## src/rtl/scl_rec_pkg.sv

```systemverilog
package scl_rec_pkg;

  localparam int ADR_CTRL = 0;
  localparam int ADR_HIGH = 1;
  localparam int ADR_LOW  = 2;

  typedef enum logic [1:0] {
    ST_IDLE = 2'd0,
    ST_LOW  = 2'd1,
    ST_HIGH = 2'd2
  } burst_st_t;

  // phase length in oscillator cycles for a width setting s
  function automatic int unsigned phase_cycles(input int unsigned s);
    return (s + 1) * 8 + 8;
  endfunction

endpackage

```

## src/rtl/scl_rec_regs.sv

```systemverilog
module scl_rec_regs #(
  parameter int ADDR_W   = 2,
  parameter int DATA_W   = 8,
  parameter int W_SET    = 7,
  parameter int HIGH_DEF = 45,
  parameter int LOW_DEF  = 55
) (
  input  logic              clk,
  input  logic              rst,
  input  logic              wr_en,
  input  logic [ADDR_W-1:0] wr_addr,
  input  logic [DATA_W-1:0] wr_data,
  input  logic              rd_en,
  input  logic [ADDR_W-1:0] rd_addr,
  output logic [DATA_W-1:0] rd_data,
  output logic [W_SET-1:0]  high_set,
  output logic [W_SET-1:0]  low_set,
  output logic              start_req
);
  import scl_rec_pkg::*;

  localparam int PAD_W = DATA_W - W_SET;

  logic [W_SET-1:0]  high_q, low_q;
  logic [DATA_W-1:0] rd_q, rd_mux;

  always_ff @(posedge clk) begin
    if (rst) begin
      high_q <= W_SET'(HIGH_DEF);
      low_q  <= W_SET'(LOW_DEF);
    end else if (wr_en) begin
      if (wr_addr == ADDR_W'(ADR_HIGH)) high_q <= wr_data[W_SET-1:0];
      if (wr_addr == ADDR_W'(ADR_LOW))  low_q  <= wr_data[W_SET-1:0];
    end
  end

  // the trigger bit keeps no state, so it always reads back as zero
  always_comb begin
    rd_mux = '0;
    if (rd_addr == ADDR_W'(ADR_HIGH)) rd_mux = {{PAD_W{1'b0}}, high_q};
    else if (rd_addr == ADDR_W'(ADR_LOW)) rd_mux = {{PAD_W{1'b0}}, low_q};
  end

  always_ff @(posedge clk) begin
    if (rst)        rd_q <= '0;
    else if (rd_en) rd_q <= rd_mux;
  end

  assign rd_data   = rd_q;
  assign high_set  = high_q;
  assign low_set   = low_q;
  assign start_req = wr_en && (wr_addr == ADDR_W'(ADR_CTRL)) && wr_data[0];

endmodule

```

## src/rtl/scl_rec_timer.sv

```systemverilog
module scl_rec_timer #(
  parameter int CNT_W = 11
) (
  input  logic             clk,
  input  logic             rst,
  input  logic             load,
  input  logic [CNT_W-1:0] load_val,
  output logic             expired
);

  logic [CNT_W-1:0] cnt_q;

  always_ff @(posedge clk) begin
    if (rst)                 cnt_q <= '0;
    else if (load)           cnt_q <= load_val;
    else if (cnt_q != '0)    cnt_q <= cnt_q - 1'b1;
  end

  assign expired = (cnt_q == '0);

endmodule

```

## src/rtl/scl_rec_seq.sv

```systemverilog
module scl_rec_seq #(
  parameter int W_SET    = 7,
  parameter int N_PULSES = 16,
  parameter int CNT_W    = 11
) (
  input  logic             clk,
  input  logic             rst,
  input  logic             start_req,
  input  logic [W_SET-1:0] high_set,
  input  logic [W_SET-1:0] low_set,
  input  logic             expired,
  output logic             load,
  output logic [CNT_W-1:0] load_val,
  output logic             busy,
  output logic             scl_oe,
  output logic             done
);
  import scl_rec_pkg::*;

  localparam int PC_W = $clog2(N_PULSES + 1);
  localparam logic [PC_W-1:0] LAST = PC_W'(N_PULSES - 1);

  burst_st_t        st_q;
  logic [PC_W-1:0]  pcnt_q;
  logic [CNT_W-1:0] lo_len_q, hi_len_q;
  logic [CNT_W-1:0] lo_len_new, hi_len_new;
  logic             oe_q, done_q;

  assign lo_len_new = CNT_W'(phase_cycles(32'(low_set)) - 1);
  assign hi_len_new = CNT_W'(phase_cycles(32'(high_set)) - 1);

  always_ff @(posedge clk) begin
    if (rst) begin
      st_q     <= ST_IDLE;
      pcnt_q   <= '0;
      lo_len_q <= '0;
      hi_len_q <= '0;
      oe_q     <= 1'b0;
      done_q   <= 1'b0;
    end else begin
      done_q <= 1'b0;
      unique case (st_q)
        ST_IDLE: if (start_req) begin
          st_q     <= ST_LOW;
          oe_q     <= 1'b1;
          pcnt_q   <= '0;
          lo_len_q <= lo_len_new;
          hi_len_q <= hi_len_new;
        end
        ST_LOW: if (expired) begin
          st_q <= ST_HIGH;
          oe_q <= 1'b0;
        end
        ST_HIGH: if (expired) begin
          if (pcnt_q == LAST) begin
            st_q   <= ST_IDLE;
            done_q <= 1'b1;
          end else begin
            pcnt_q <= pcnt_q + 1'b1;
            st_q   <= ST_LOW;
            oe_q   <= 1'b1;
          end
        end
        default: st_q <= ST_IDLE;
      endcase
    end
  end

  always_comb begin
    load     = 1'b0;
    load_val = '0;
    unique case (st_q)
      ST_IDLE: if (start_req) begin
        load     = 1'b1;
        load_val = lo_len_new;
      end
      ST_LOW: if (expired) begin
        load     = 1'b1;
        load_val = hi_len_q;
      end
      ST_HIGH: if (expired && pcnt_q != LAST) begin
        load     = 1'b1;
        load_val = lo_len_q;
      end
      default: ;
    endcase
  end

  assign busy   = (st_q != ST_IDLE);
  assign scl_oe = oe_q;
  assign done   = done_q;

endmodule

```

## src/rtl/scl_rec_top.sv

```systemverilog
module scl_rec_top #(
  parameter int ADDR_W   = 2,
  parameter int DATA_W   = 8,
  parameter int W_SET    = 7,
  parameter int N_PULSES = 16,
  parameter int HIGH_DEF = 45,
  parameter int LOW_DEF  = 55
) (
  input  logic              clk,
  input  logic              rst,
  input  logic              wr_en,
  input  logic [ADDR_W-1:0] wr_addr,
  input  logic [DATA_W-1:0] wr_data,
  input  logic              rd_en,
  input  logic [ADDR_W-1:0] rd_addr,
  output logic [DATA_W-1:0] rd_data,
  output logic              scl_oe,
  output logic              rst_done
);

  localparam int MAX_PHASE = ((2 ** W_SET) - 1) * 8 + 16;
  localparam int CNT_W     = $clog2(MAX_PHASE + 1);

  logic [W_SET-1:0] high_set, low_set;
  logic             start_req, expired, load, busy;
  logic [CNT_W-1:0] load_val;

  scl_rec_regs #(
    .ADDR_W(ADDR_W), .DATA_W(DATA_W), .W_SET(W_SET),
    .HIGH_DEF(HIGH_DEF), .LOW_DEF(LOW_DEF)
  ) u_regs (
    .clk(clk), .rst(rst),
    .wr_en(wr_en), .wr_addr(wr_addr), .wr_data(wr_data),
    .rd_en(rd_en), .rd_addr(rd_addr), .rd_data(rd_data),
    .high_set(high_set), .low_set(low_set), .start_req(start_req)
  );

  scl_rec_timer #(.CNT_W(CNT_W)) u_timer (
    .clk(clk), .rst(rst), .load(load), .load_val(load_val), .expired(expired)
  );

  scl_rec_seq #(.W_SET(W_SET), .N_PULSES(N_PULSES), .CNT_W(CNT_W)) u_seq (
    .clk(clk), .rst(rst), .start_req(start_req),
    .high_set(high_set), .low_set(low_set), .expired(expired),
    .load(load), .load_val(load_val), .busy(busy),
    .scl_oe(scl_oe), .done(rst_done)
  );

endmodule

```

## config.mk

```make
export PLATFORM = sky130hd
export DESIGN_NAME = scl_rec_top
export DESIGN_NICKNAME = d
export VERILOG_FILES = /design/src/rtl/scl_rec_pkg.sv /design/src/rtl/scl_rec_regs.sv /design/src/rtl/scl_rec_timer.sv /design/src/rtl/scl_rec_seq.sv /design/src/rtl/scl_rec_top.sv
export SDC_FILE = /design/constraint.sdc
export NUM_CORES = 1
export LEC_CHECK = 0
export ABC_AREA = 1
export BUFFER_PORTS_ARGS = -buffer_cell sky130_fd_sc_hd__buf_2
export CAP_MARGIN = 20
export CORE_MARGIN = 5
export CORE_UTILIZATION = 50
export DETAILED_ROUTE_END_ITERATION = 6
export GPL_TIMING_DRIVEN = 1
export HOLD_SLACK_MARGIN = 0.1
export PLACE_DENSITY_LB_ADDON = 0.12
export RECOVER_POWER = 100
export SLEW_MARGIN = 10
export SYNTH_ARGS = -nofsm -noshare
export SYNTH_HDL_FRONTEND = slang
export SYNTH_SLANG_ARGS = --single-unit
```

## constraint.sdc

```tcl
create_clock -name clk -period 5.15 [get_ports clk]
set_input_delay 0.2575 -clock clk [delete_from_list [all_inputs] [get_ports clk]]
set_output_delay 0.2575 -clock clk [all_outputs]
set_load 0.05 [all_outputs]
```

; Word level (Yosys, flattened, before mapping)
; Index checks and enable logic that the tools add are counted.
[classes]
n_bitwise = 2
n_mux = 27
n_eq_ne = 12
n_reduce_logical = 17
add_sub_neg = 8
[ops]
columns = operator, count
row1 = $mux 11, 5
row2 = $pmux 11 s3, 1
row3 = $sub 11x1->11 const B, 3
row4 = $add 11x4->11 const B, 2
row5 = $add 7x1->8 const B, 2
row6 = $mux 5, 3
row7 = $logic_not 11->1, 1
row8 = $reduce_bool 11->1, 1
row9 = $pmux 5 s2, 1
row10 = $mux 1, 9
row11 = $mux 8, 1
row12 = $mux 7, 1
row13 = $eq 2x1->1 const B, 3
row14 = $eq 2x2->1 const B, 3
row15 = $mux 2, 3
row16 = $pmux 1 s3, 2
row17 = $pmux 2 s3, 1
row18 = $reduce_and 2->1, 3
row19 = $add 5x1->5 const B, 1
row20 = $eq 5x4->1 const B, 1
row21 = $ne 5x4->1 const B, 1
row22 = $reduce_and 5->1, 1
row23 = $logic_not 2->1, 2
row24 = $ne 2x1->1 const B, 2
row25 = other kinds (8), 13
[word_totals]
ff_bits = 64
output_inout_bits = 10
inputBits = 16
wordCells = 76

; Logic depth before layout (Yosys ltp)
[depth]
word_depth = 6
depth_mapped = 13
mapped_depth_nobuf = 12

; Cells and area by module
; From an unflattened synthesis, not the netlist that was laid out.
[hier_totals]
hier_cells = 448
area_unflattened_um2 = 3166.8
[modules_own_cells]
columns = mod, area_each_um2, cells_per_inst, seq_area_each_um2, instances
row1 = scl_rec_seq, 1392.6, 200, 520.5, 1
row2 = scl_rec_regs, 1034.7, 131, 420.4, 1
row3 = scl_rec_timer, 739.5, 117, 220.2, 1

; Least setup slack after synthesis
; OpenSTA, ideal clock, no wires.
[synth_timing]
path_kind = register -> register
from = register u_seq.pcnt_q[0]
to = register u_timer.cnt_q[9]
setup_ns = 0.129
n_path_buf = 1
path_slack_ns = 3.492
stages_incl_launch_ff = 14
arrival_time_ns = 1.529
synth_period_minus_slack_ns = 1.658
required_ns = 5.021
path_cell_list = dfxtp_1 > ha_1 > nand2_1 > nor2_1 > ha_1 > nor2_2 > inv_1 > nand3b_1 > nand2_2 > buf_6 > nand2_1 > nand2_1 > nand2_1 > nor2_1
[synth_via]
elab_chain_len = 5
word_cells_on_any_way = 8
classes_between = 1 x eq/ne / 5 x mux / 2 x reduce/logical
[synth_lines]
columns = element, line_no
row1 = start: declaration, scl_rec_seq.sv:24  ; logic [PC_W-1:0] pcnt_q;
row2 = start signal: assignment, scl_rec_seq.sv:59  ; pcnt_q <= pcnt_q + 1'b1;
row3 = $ne 5x4->1 (*), scl_rec_seq.sv:81  ; ST_HIGH: if (expired && pcnt_q != LAST) begin
row4 = $logic_and 1x1->1 (*), scl_rec_seq.sv:81
row5 = $mux 11 or $mux 1 (tied branches), scl_rec_seq.sv:81
row6 = $pmux 11 s3 or $pmux 1 s3 (tied branches), scl_rec_seq.sv:72  ; unique case (st_q)
row7 = $mux 11 or $reduce_bool 2->1 (tied branches), n/a
row8 = end signal: assignment, scl_rec_timer.sv:15  ; else if (load) cnt_q <= load_val;
row9 = end signal: assignment, scl_rec_timer.sv:16  ; else if (cnt_q != '0) cnt_q <= cnt_q - 1'b1;
row10 = end: declaration, scl_rec_timer.sv:11  ; logic [CNT_W-1:0] cnt_q;
; Mark *: on every way between the ends. The rest lies on a longest branch, timed or not.
; A chain may end at the register's enable or synchronous reset.

; Worst setup path after layout
[layout_timing]
from = register u_timer.cnt_q[0]
to = register u_timer.cnt_q[2]
[layout_via]
elab_chain_len = 5
word_cells_on_any_way = 13
classes_between = 1 x add/sub / 8 x mux / 4 x reduce/logical
[layout_lines]
columns = element
row1 = branches (longest 5 deep; another with $sub 11x1->11)
; Several ways; the timed one is not identified. The select of a mux whose other input is x is not followed.

==> flow_metrics.env <==
export IMPL_hold_worst_slack_ps=159
export IMPL_synth_top_cell_area_share_pct=40.1
export IMPL_initial_core_util_pct=52.0
export IMPL_ys_warnings_count=0
export IMPL_critPathArrivalTime_ps=3240
export IMPL_finalWeightedCongestion=0.823
export IMPL_finalWorstPathRequiredPeriod_ps=2970
export IMPL_cp_max_fo=12
export IMPL_drc=0
export IMPL_rsz0062_at_grt="no"
export IMPL_wire_per_inst_um=12.6
export IMPL_cts_sinks=58
export IMPL_overflow=0
export IMPL_clock_skew_ps=6.44
export IMPL_clockBufferDepth=2
export IMPL_hp_class="primary input to register"
export IMPL_yosys_area_top_type="dfxtp_1"
export IMPL_ir_drop_v=0.000196
export IMPL_yosysUniqueCellTypes=35
export IMPL_fin_nets=457
export IMPL_grt_max_degree=35
export IMPL_num_antenna_cells=0
export IMPL_critical_path_endpoint_type="register"
export IMPL_finalCritPeriodShare_pct=57.7
export IMPL_boundaryPins=26
export IMPL_syn_to_final_growth_pct=9.93
export IMPL_grt_pass1_wl_um=11500
export IMPL_synth_fp_nets=434
export IMPL_max_cap_violations=0
export IMPL_cp_start_kind="register"
export IMPL_grt_usage_pct=19.5
export IMPL_status="completed"
export IMPL_grt_pass1_vias=2532
export IMPL_slew_violations=0
export IMPL_cts_clk_slew_worst_paths_ps=70
export IMPL_synth_area_um2=2900
export IMPL_ant_nets=0
export IMPL_ctsResizeCount=0
export IMPL_dpl_hpwl_um=4720
export IMPL_drt_wl_total_um=6480
export IMPL_seq_area_frac_synth_pct=40.1
export IMPL_cts_tree="yes"
export IMPL_synth_ff_type="dfxtp_1"
export IMPL_synthCells=413
export IMPL_vias_per_cell=5.08
export IMPL_tightest_slew_ps=1270
export IMPL_leakage_nw=1.47
export IMPL_first_pass_iters=5
export IMPL_relSlewSlack_pct=14.7
export IMPL_synth_edf_count=0
export IMPL_cts_hold_buf=0
export IMPL_synth_area_per_cell_um2=7.02
export IMPL_clock_latency_ps=340
export IMPL_die_h_um=86.1
export IMPL_ys_ff_latch=58
export IMPL_htreeDepth=3
export IMPL_final_util_pct=57.2
export IMPL_cp_required_ps=5420
export IMPL_core_region_area_um2=5570
export IMPL_synthTopCellsByArea="dfxtp_1 (40%), nand2_1 (11%), nor2_1 (7.3%), inv_1 (7.1%), nand3_1 (4.5%)"
export IMPL_first_iter_violations=83
export IMPL_buffer_ports_inserted=23
export IMPL_cts_setup_buffers=0
export IMPL_setup_tns_ps=0
export IMPL_finalHoldViolations=0
export IMPL_fmax_ghz=0.336
export IMPL_setup_viol=0
export IMPL_clock_root_buffer="clkbuf_8"
export IMPL_die_w_um=86.1
export IMPL_antenna_found_initial=0
export IMPL_power_density_nw_per_um2=413
export IMPL_dr_total_vias=2606
export IMPL_dieArea_um2=7420
export IMPL_async_reset_ff_share_pct=0
export IMPL_critPathKind="register to register"
export IMPL_numCtsBuffers=9
export IMPL_rows=27
export IMPL_drive_gt1_share_pct=9.75
report_power, final:
group	total, W	switching (W)	internal [W]
clock network	0.000418	0.000178	0.000240
logic	0.000378	0.000251	0.000127
registers	0.000522	0.0000308	0.000491
kinds of logic after synthesis:
kind of cell | count (synthesis) | share of synthesized area (%)
flops | 58 | 40.1
compound gates | 72 | 14.7
xor+xnor | 7 | 2.11
fa+ha+maj | 5 | 2.16
buf+inv | 71 | 9.93
simple gates | 199 | 30.9
other cells | 1 | 0.129
state kept, by name, summed over array words and instances (netlist names):
name             cells
u_seq.lo_len_q       9
u_timer.cnt_q       11
u_seq.hi_len_q       8
u_regs.low_set       7
u_seq.pcnt_q         5
u_seq.done           1
u_seq.scl_oe         1
u_seq.st_q           2
u_regs.rd_data       7
u_regs.high_set      7
through the flow:
stage / instance area, um^2 / cells / total power [W] / setup WS, ps
2_1_floorplan: 2900 / 413 / 0.000865 / 3490
3_3_place_gp: 3050 / 497 / 0.000932 / 2790
3_5_place_dp: 3050 / 497 / 0.000940 / 2770
4_1_cts: 3250 / 513 / 0.00136 / 3080
5_1_grt: 3190 / 513 / 0.00142 / 1880
6_report: 3190 / 513 / 0.00132 / 2180
worst paths after layout:
path	startpoint	to	slack [ps]	cells past startpoint
worst max-delay path	u_timer.cnt_q[0]	u_timer.cnt_q[2]	2180	10
worst min-delay path	wr_data[1]	u_regs.low_set[1]	160	3
worst max register to register	u_timer.cnt_q[0]	u_timer.cnt_q[2]	2180	10
worst min register to register	u_seq.pcnt_q[4]	u_seq.pcnt_q[4]	460	2
synth_stat cells (2+ instances only):
cell	count
o21ai_0	25
nand3b_1	2
o221ai_1	8
o22ai_1	3
o211ai_1	9
nor2_2	2
nand2_1	88
nand2_2	8
inv_2	2
nand3_1	26
nand2_4	3
inv_1	55
xnor2_1	2
nor3_1	2
buf_4	2
nand4_1	6
xor2_1	5
nor2_1	56
ha_1	5
dfxtp_1	58
nor3_2	2
a21oi_1	24
clkbuf_1	8
routing by layer:
metal	GRT usage [%]	up-vias	part of all wire (%)
met2	33.2	57	47
met1	23.5	1152	47
met3	3.36	13	4.0
li1	-	1384	-
met5	0	-	0
met4	9.64	0	2.2
worst max-delay path: stages (launching register included):
cell,delay (ps)
dfxtp_1,320
inv_1,150
ha_1,220
nand2_1,130
nor2_1,510
nand2_1,430
nand2_4,150
nand2_1,310
nand2_1,320
nand2_1,180
a21oi_1,180
area by class of cell:
class	instances	area [um^2]
Sequential cell	58	1160
Clock inverter	1	5.00
Inverter	59	223
Fill cell	556	2390
Tap cell	72	90.1
Multi-Input combinational cell	284	1400
Timing Repair Buffer	24	110
Clock buffer	15	196
cell usage in the layout, fill, tap and decap left out:
cell,instances
a21oi_1,24
a21oi_2,1
buf_2,13
buf_4,1
clkbuf_1,11
clkbuf_8,14
clkinv_1,1
clkinv_2,1
clkinvlp_2,1
conb_1,1
dfxtp_1,58
ha_1,5
inv_1,55
inv_2,2
nand2_1,95
nand2_2,3
nand2_4,1
nand3_1,26
nand3_2,1
nand3b_1,2
nand4_1,6
nor2_1,57
nor2_2,2
nor2_4,1
nor3_1,3
nor3_2,1
o211ai_1,9
o21ai_0,25
o21bai_1,1
o221ai_1,8
o22ai_1,3
o31ai_1,1
or2_2,1
xnor2_1,2
xor2_1,5
Note: power is estimated with default switching activity, not from simulation.
